File: config.mk
export PLATFORM = sky130hd
export DESIGN_NAME = bus_activity_display
export DESIGN_NICKNAME = d
export VERILOG_FILES = /design/src/rtl/bad_pkg.sv /design/src/rtl/bad_sync.sv /design/src/rtl/bad_stretch.sv /design/src/rtl/bad_ack_timer.sv /design/src/rtl/bus_activity_display.sv
export SDC_FILE = /design/constraint.sdc
export NUM_CORES = 1
export LEC_CHECK = 0
export ABC_AREA = 1
export BUFFER_PORTS_ARGS = -buffer_cell sky130_fd_sc_hd__buf_2
export CAP_MARGIN = 20
export CORE_MARGIN = 3
export CORE_UTILIZATION = 66
export DETAILED_ROUTE_END_ITERATION = 8
export PLACE_DENSITY = 0.86
export SYNTH_ARGS = -nofsm -noshare
export SYNTH_HDL_FRONTEND = slang
export SYNTH_SLANG_ARGS = --single-unit
export TNS_END_PERCENT = 5
File: constraint.sdc
create_clock -name clk_i -period 3.4 [get_ports clk_i]
set_input_delay 1.02 -clock clk_i [delete_from_list [all_inputs] [get_ports clk_i]]
set_output_delay 1.02 -clock clk_i [all_outputs]
set_load 0.01 [all_outputs]
File: src/rtl/bad_pkg.sv
package bad_pkg;
  localparam int unsigned MAX_TMO_S = 4;

  function automatic int unsigned ms_cycles(int unsigned clk_hz, int unsigned ms);
    return (clk_hz / 1000) * ms;
  endfunction

  typedef enum logic [1:0] {
    TMO_4S = 2'd0,
    TMO_3S = 2'd1,
    TMO_2S = 2'd2,
    TMO_1S = 2'd3
  } tmo_e;
endpackage

File: src/rtl/bad_sync.sv
module bad_sync #(
  parameter int unsigned W = 8
) (
  input  logic         clk_i,
  input  logic         rst_ni,
  input  logic [W-1:0] d_i,
  output logic [W-1:0] q_o
);
  logic [W-1:0] meta_q, sync_q;

  always_ff @(posedge clk_i or negedge rst_ni) begin
    if (!rst_ni) begin
      meta_q <= '0;
      sync_q <= '0;
    end else begin
      meta_q <= d_i;
      sync_q <= meta_q;
    end
  end

  assign q_o = sync_q;
endmodule

File: src/rtl/bad_stretch.sv
module bad_stretch #(
  parameter int unsigned W     = 16,
  parameter int unsigned HOLD  = 15
) (
  input  logic         clk_i,
  input  logic         rst_ni,
  input  logic [W-1:0] line_i,
  output logic [W-1:0] led_o
);
  localparam int unsigned CW = $clog2(HOLD + 1);
  localparam logic [CW-1:0] HOLD_C = CW'(HOLD);

  for (genvar i = 0; i < W; i++) begin : g_bit
    logic [CW-1:0] cnt_q;

    always_ff @(posedge clk_i or negedge rst_ni) begin
      if (!rst_ni)              cnt_q <= '0;
      else if (line_i[i])       cnt_q <= HOLD_C;
      else if (cnt_q != '0)     cnt_q <= cnt_q - 1'b1;
    end

    assign led_o[i] = line_i[i] | (cnt_q != '0);

    // an assertion stays visible on the following cycle
    a_r5_hold_after_pulse: assert property (@(posedge clk_i) disable iff (!rst_ni)
      line_i[i] |=> led_o[i]);
  end
endmodule

File: src/rtl/bad_ack_timer.sv
module bad_ack_timer
  import bad_pkg::*;
#(
  parameter int unsigned CLK_HZ = 100_000_000
) (
  input  logic       clk_i,
  input  logic       rst_ni,
  input  logic       en_i,
  input  logic [1:0] tmo_i,
  input  logic       as_i,
  input  logic       dtack_i,
  input  logic       berr_i,
  output logic       ack_o,
  output logic       seen_o
);
  localparam int unsigned CW = $clog2(MAX_TMO_S * CLK_HZ + 1);
  localparam logic [CW-1:0] LIM_4S = CW'(4 * CLK_HZ);
  localparam logic [CW-1:0] LIM_3S = CW'(3 * CLK_HZ);
  localparam logic [CW-1:0] LIM_2S = CW'(2 * CLK_HZ);
  localparam logic [CW-1:0] LIM_1S = CW'(1 * CLK_HZ);

  logic [CW-1:0] lim, cnt_q;
  logic          as_q, armed_q, ack_q, seen_q;

  always_comb begin
    unique case (tmo_e'(tmo_i))
      TMO_4S:  lim = LIM_4S;
      TMO_3S:  lim = LIM_3S;
      TMO_2S:  lim = LIM_2S;
      default: lim = LIM_1S;
    endcase
  end

  always_ff @(posedge clk_i or negedge rst_ni) begin
    if (!rst_ni) begin
      as_q    <= 1'b0;
      armed_q <= 1'b0;
      ack_q   <= 1'b0;
      seen_q  <= 1'b0;
      cnt_q   <= '0;
    end else begin
      as_q   <= as_i;
      seen_q <= seen_q | ack_q;
      if (!as_i) begin
        armed_q <= 1'b0;
        ack_q   <= 1'b0;
        cnt_q   <= '0;
      end else if (!as_q) begin
        // new transfer: timer starts at the strobe edge
        armed_q <= en_i;
        cnt_q   <= '0;
      end else if (armed_q && en_i) begin
        if (dtack_i || berr_i) begin
          armed_q <= 1'b0;
        end else if (cnt_q == lim - 1'b1) begin
          ack_q   <= 1'b1;
          armed_q <= 1'b0;
        end else begin
          cnt_q <= cnt_q + 1'b1;
        end
      end
    end
  end

  assign ack_o  = ack_q;
  assign seen_o = seen_q;

  a_r6_ack_needs_open_cycle: assert property (@(posedge clk_i) disable iff (!rst_ni)
    $rose(ack_q) |-> ($past(as_i) && $past(en_i) && !$past(dtack_i)));
  a_r8_release_on_strobe: assert property (@(posedge clk_i) disable iff (!rst_ni)
    (ack_q && as_i) |=> (ack_q || !as_i));
  a_r9_flag_sticky: assert property (@(posedge clk_i) disable iff (!rst_ni)
    seen_q |=> seen_q);
  a_r9_flag_follows_ack: assert property (@(posedge clk_i) disable iff (!rst_ni)
    ack_q |=> seen_q);
endmodule

File: src/rtl/bus_activity_display.sv
module bus_activity_display
  import bad_pkg::*;
#(
  parameter int unsigned CLK_HZ     = 100_000_000,
  parameter int unsigned STRETCH_MS = 15,
  parameter int unsigned CYC_W      = 75,
  parameter int unsigned GNT_W      = 8,
  parameter int unsigned STR_W      = 15
) (
  input  logic             clk_i,
  input  logic             rst_ni,
  input  logic             as_ni,
  input  logic             dtack_ni,
  input  logic             berr_ni,
  input  logic             bbsy_ni,
  input  logic [CYC_W-1:0] cyc_ni,
  input  logic [GNT_W-1:0] gnt_ni,
  input  logic [STR_W-1:0] str_ni,
  input  logic             raw_mode_i,
  input  logic             ack_gen_en_i,
  input  logic             halt_en_i,
  input  logic [1:0]       ack_tmo_i,
  output logic [CYC_W+2:0] led_cyc_o,
  output logic [GNT_W-1:0] led_gnt_o,
  output logic [STR_W:0]   led_str_o,
  output logic             ack_drive_o,
  output logic             ack_seen_o
);
  localparam int unsigned ALL_W  = 4 + CYC_W + GNT_W + STR_W;
  localparam int unsigned HOLD   = ms_cycles(CLK_HZ, STRETCH_MS);
  localparam int unsigned CAP_W  = CYC_W + 3;
  localparam int unsigned SLED_W = STR_W + 1;

  logic [ALL_W-1:0] sync_s;
  logic             as_s, dtack_s, berr_s, bbsy_s;
  logic [CYC_W-1:0] cyc_s;
  logic [GNT_W-1:0] gnt_s;
  logic [STR_W-1:0] str_s;

  bad_sync #(.W(ALL_W)) u_sync (
    .clk_i  (clk_i),
    .rst_ni (rst_ni),
    .d_i    (~{bbsy_ni, berr_ni, dtack_ni, as_ni, cyc_ni, gnt_ni, str_ni}),
    .q_o    (sync_s)
  );

  assign {bbsy_s, berr_s, dtack_s, as_s, cyc_s, gnt_s, str_s} = sync_s;

  logic ack_q;

  bad_ack_timer #(.CLK_HZ(CLK_HZ)) u_ack (
    .clk_i   (clk_i),
    .rst_ni  (rst_ni),
    .en_i    (ack_gen_en_i),
    .tmo_i   (ack_tmo_i),
    .as_i    (as_s),
    .dtack_i (dtack_s),
    .berr_i  (berr_s),
    .ack_o   (ack_q),
    .seen_o  (ack_seen_o)
  );

  logic [SLED_W-1:0] str_led;

  bad_stretch #(.W(SLED_W), .HOLD(HOLD)) u_stretch (
    .clk_i  (clk_i),
    .rst_ni (rst_ni),
    .line_i ({bbsy_s, str_s}),
    .led_o  (str_led)
  );

  // capture strobes
  logic cyc_strobe, cyc_strobe_q, bbsy_q, berr_q;
  logic cyc_rise, bbsy_rise, berr_rise;

  assign cyc_strobe = dtack_s | berr_s | ack_q;
  assign cyc_rise   = cyc_strobe & ~cyc_strobe_q;
  assign bbsy_rise  = bbsy_s & ~bbsy_q;
  assign berr_rise  = berr_s & ~berr_q;

  logic [CAP_W-1:0] live_cyc, cap_cyc_q;
  logic [GNT_W-1:0] cap_gnt_q;

  assign live_cyc = {berr_s, dtack_s, as_s, cyc_s};

  always_ff @(posedge clk_i or negedge rst_ni) begin
    if (!rst_ni) begin
      cyc_strobe_q <= 1'b0;
      bbsy_q       <= 1'b0;
      berr_q       <= 1'b0;
      cap_cyc_q    <= '0;
      cap_gnt_q    <= '0;
    end else begin
      cyc_strobe_q <= cyc_strobe;
      bbsy_q       <= bbsy_s;
      berr_q       <= berr_s;
      if (cyc_rise)  cap_cyc_q <= live_cyc;
      if (bbsy_rise) cap_gnt_q <= gnt_s;
    end
  end

  // halt: freeze one cycle after the error capture so it is shown
  logic halt_pend_q, halted_q;

  always_ff @(posedge clk_i or negedge rst_ni) begin
    if (!rst_ni) begin
      halt_pend_q <= 1'b0;
      halted_q    <= 1'b0;
    end else begin
      if (halt_en_i && berr_rise) halt_pend_q <= 1'b1;
      if (halt_pend_q)            halted_q    <= 1'b1;
    end
  end

  logic [CAP_W-1:0]  view_cyc, led_cyc_q;
  logic [GNT_W-1:0]  view_gnt, led_gnt_q;
  logic [SLED_W-1:0] view_str, led_str_q;

  always_comb begin
    if (raw_mode_i) begin
      view_cyc = live_cyc;
      view_gnt = gnt_s;
      view_str = {bbsy_s, str_s};
    end else begin
      view_cyc = cap_cyc_q;
      view_gnt = cap_gnt_q;
      view_str = str_led;
    end
  end

  always_ff @(posedge clk_i or negedge rst_ni) begin
    if (!rst_ni) begin
      led_cyc_q <= '0;
      led_gnt_q <= '0;
      led_str_q <= '0;
    end else if (!halted_q) begin
      led_cyc_q <= view_cyc;
      led_gnt_q <= view_gnt;
      led_str_q <= view_str;
    end
  end

  assign led_cyc_o   = led_cyc_q;
  assign led_gnt_o   = led_gnt_q;
  assign led_str_o   = led_str_q;
  assign ack_drive_o = ack_q;

  a_r10_display_frozen: assert property (@(posedge clk_i) disable iff (!rst_ni)
    halted_q |=> ($stable(led_cyc_q) && $stable(led_gnt_q) && $stable(led_str_q)));
  a_r10_freeze_sticky: assert property (@(posedge clk_i) disable iff (!rst_ni)
    halted_q |=> halted_q);
  a_r10_freeze_needs_error: assert property (@(posedge clk_i) disable iff (!rst_ni)
    $rose(halt_pend_q) |-> ($past(berr_s) && $past(halt_en_i)));
  a_r3_capture_by_strobe_only: assert property (@(posedge clk_i) disable iff (!rst_ni)
    (!raw_mode_i && !halted_q && !cyc_rise && $past(!raw_mode_i)) |=> $stable(led_cyc_q) || $past(cyc_rise, 2));
endmodule

==> results by group <==
Logic synthesis
  • Synth warn: 0
  • Synthesized instance count: 4,092
  • Top FF cell, synth: dfrtp_1
  • Number of synthesized flops with an enable pin: 0
  • Sequential fraction of the synthesis area: 54.82%
  • Synth Register Bits: 766
  • Async SR Flop Fraction: 100.0%
  • Syn avg cell area: 8.545 um^2
  • Syn Std Cell Area: 34,960 um^2
  • Synth cell types: 46
  • Mapped Nets: 4,224

Power
  • Leakage: 19.03 nW
  • Combinational power share: 8.5%
  • Psw: 0.005071 W
  • Clock share of power: 42.8%
  • Flop pwr share: 48.7%
  • Cell Int Power: 0.01554 W
  • Tot Pwr: 0.02061 W
  • Net Sw Frac: 24.61%
  • Peak VDD IR: 0.0004374 V
  • PwrDens: 520.6 nW/um^2

CTS
  • Post-CTS setup repair buffer count: 0
  • Root Buffer: clkbuf_16
  • Clock tree buffer depth: 3
  • Clock Sinks: 766
  • H-tree levels: 3
  • # hold bufs at CTS: 0
  • Worst-path clk slew: 70 ps
  • CTS tree: yes
  • PostCTS Resize Cnt: 0
  • CTS Buf Count: 76
  • Clock Latency Late Sink: 620 ps

Place
  • IO Port Bufs: 212
  • Pre-CTS WS: 467.5 ps
  • HPWL after DPL: 54,490 um
  • Placer Congestion: 0.9326

Critical path
  • Setup crit end kind: flop
  • Crit path largest cell delay: 400 ps
  • End of the critical path: u_stretch.g_bit[15].cnt_q[0]$_DFFE_PN0P_
  • CP required: 3910 ps
  • RR Endpoint: u_stretch.g_bit[15].cnt_q[0]$_DFFE_PN0P_
  • Crit path cell chain: inv_1 > ha_1 > nand2_1 > nor2_1 > nand3_1 > nor2_1 > inv_1 > o21ai_0
  • Critical path startpoint: u_stretch.g_bit[15].cnt_q[0]$_DFFE_PN0P_
  • Reg-to-reg startpoint: u_stretch.g_bit[15].cnt_q[0]$_DFFE_PN0P_
  • Kind of critical path: flop to flop
  • Slowest stage cell, crit path: nor2_1
  • CP arrival: 3000 ps
  • Crit Path Max Fanout: 7
  • Worst-case reg-to-reg path depth: 8
  • Worst setup SP type: flop
  • Register-to-register setup slack: 910 ps

Hold path
  • Worst hold path type: primary input to asynchronous set/reset pin

Die
  • Die Ht: 236.2 um
  • Initial Util: 67.47%
  • Die area: 55,770 um^2
  • Top Ports: 213
  • Core ar.: 51,820 um^2
  • Die width: 236.2 um
  • # rows: 83

Routing
  • 1st-iter DRT viols: 2,367
  • Detailed Routing Iterations Pass 1: 7
  • DR vias: 28,463
  • Vias per cell: 5.612
  • DRC Markers: 0
  • Drt wl/cell: 16.50 um
  • Routed WL: 83,680 um
  • Antenna viol nets, final: 0

Finish
  • Layout cell share with drive strength beyond 1: 12.90%
  • Area Overhead vs Synth: 13.22%
  • Nets: 4,454

Timing
  • Setup TNS: 0 ps
  • Period Utilization, post-route: 73.36%
  • Unrepaired setup endpoints after global routing: no
  • Slew HR: 44.72%
  • Clock Skews: 27.66 ps
  • Final hold vios: 0
  • Max Clk Rate: 400.9 MHz
  • Min Tclk post-route: 2494 ps
  • Final setup viols: 0
  • Worst Max-Slew Pin Slew: 829.2 ps
  • Fin Hold WS: 327.6 ps
  • Worst setup margin: 905.7 ps
  • Final max-slew violation count: 0

Flow run
  • Number of max-cap violations: 0

GRT
  • Largest net degree at the start of global routing: 89
  • First-pass GRT wire length: 137,600 um
  • Initial antenna violation count: 11
  • Vias in the first global route: 27,929
  • Gr ovfl total: 0
  • GRT Resource Usage Total: 29.89%

Run status
  • Status: complete, no violations
==> registers in the layout, summed over array words and instances, names as in the netlist <==
register               cells
berr_q                     1
halted_q                   1
u_ack.ack_o                1
u_ack.as_q                 1
halt_pend_q                1
bbsy_q                     1
led_str_o                 16
u_stretch.g_bit.cnt_q    336
cap_cyc_q                 78
u_ack.seen_o               1
u_sync.q_o               102
u_ack.cnt_q               29
u_ack.armed_q              1
cyc_strobe_q               1
u_sync.meta_q            102
led_gnt_o                  8
cap_gnt_q                  8
led_cyc_o                 78
==> cell usage after synthesis, types with 2 or more instances <==
cell type	n	area share, %
nand2_1	815	8.7
dfrtp_1	766	55
nor2_1	685	7.4
inv_1	509	5.5
nand3_1	244	3.5
a21oi_1	234	3.3
nor3_1	111	1.6
xor2_1	109	2.7
o21ai_0	105	1.5
nand4_1	94	1.7
mux2_2	83	2.7
clkbuf_1	63	0.68
or2_2	44	0.79
xnor2_1	24	0.60
ha_1	23	0.82
nor2_2	15	0.27
buf_2	14	0.20
nor2_4	14	0.45
a31oi_1	13	0.23
o22ai_1	12	0.21
o31ai_1	12	0.26
buf_1	11	0.12
inv_2	11	0.12
nand3b_1	11	0.24
nor4_1	11	0.20
o211ai_1	8	0.17
o21a_1	7	0.15
nand3_2	6	0.17
nor3b_1	6	0.13
and3_1	4	0.072
buf_6	4	0.13
buf_4	3	0.064
clkinv_1	3	0.032
nor3_2	3	0.086
clkbuf_2	2	0.029
nand2_2	2	0.036
nand2_4	2	0.064
==> placed cells by master (no fill, tap or decap), types with 17 or more instances in the layout <==
cell type	n
nand2_1	814
dfrtp_1	765
nor2_1	685
inv_1	508
nand3_1	244
a21oi_1	234
buf_2	210
nor3_1	111
xor2_1	109
o21ai_0	105
nand4_1	94
mux2_2	83
clkbuf_16	77
or2_2	44
buf_4	26
xnor2_1	24
ha_1	23
clkinv_2	17
==> how the worst min path moves through the flow <==
stage,start,end,slack (ps),depth (start not counted)
3_3_place_gp,u_sync.meta_q[56]$_DFF_PN0_,u_sync.q_o[56]$_DFF_PN0_,330,0
5_1_grt,rst_ni,u_stretch.g_bit[13].cnt_q[8]$_DFFE_PN0P_,320,1
4_1_cts,rst_ni,u_stretch.g_bit[13].cnt_q[15]$_DFFE_PN0P_,310,1
6_report,rst_ni,u_stretch.g_bit[13].cnt_q[8]$_DFFE_PN0P_,330,1
3_5_place_dp,u_sync.meta_q[101]$_DFF_PN0_,u_sync.q_o[101]$_DFF_PN0_,330,0
2_1_floorplan,u_sync.meta_q[0]$_DFF_PN0_,u_sync.q_o[0]$_DFF_PN0_,330,0
==> critical path: cells and delay by family (launching register included) <==
kind | cells | cell delay [ps]
adders and majority gates | 1 | 350
buffers and inverters | 2 | 420
and+or+nand+nor | 4 | 1030
AOI/OAI and AO/OA | 1 | 220
DFF | 1 | 390
==> through the flow <==
step | cells | util, % | instance area [um^2]
CTS | 5061 | 76.34 | 39560
detailed placement | 4924 | 71.22 | 36910
floorplan | 4092 | - | 34960
global placement | 4924 | 71.22 | 36910
global route | 5071 | 76.38 | 39580
finish | 5072 | 76.39 | 39590
==> power groups by stage <==
stage                     Sequential, W  Combinational [W]  Clock, W
after floorplan                  0.0100            0.00119         0
after global routing             0.0101            0.00200   0.00931
final                            0.0100            0.00176   0.00882
after global placement           0.0101            0.00165         0
after detailed placement         0.0102            0.00172         0
after CTS                        0.0100            0.00176   0.00895
==> layer usage <==
metal | global-route usage (%) | vias to the layer above | share of wire, %
li1 | - | 13517 | -
met2 | 48.70 | 1102 | 47
met3 | 4.700 | 246 | 5.9
met1 | 40.14 | 13598 | 42
met4 | 13.30 | 0 | 4.4
met5 | 0 | - | 0
==> layout make-up <==
cell class / instances / area, um^2
clock buffer: 100 / 2163
antenna: 11 / 27.53
multi-input combinational: 2706 / 13420
inverter: 523 / 1967
clock inverter: 37 / 488.0
fill: 3469 / 12240
timing repair buffer: 249 / 1501
tap: 680 / 850.8
sequential: 766 / 19170
==> cell families after synthesis <==
| group | synth area share [%] |
|---|---|
| xor+xnor | 3.332 |
| fa+ha+maj | 0.8231 |
| simple gates | 25.53 |
| flops | 54.82 |
| compound gates | 5.990 |
| mux | 2.673 |
| buf+inv | 6.831 |
Power figures use the tool's default switching activity.
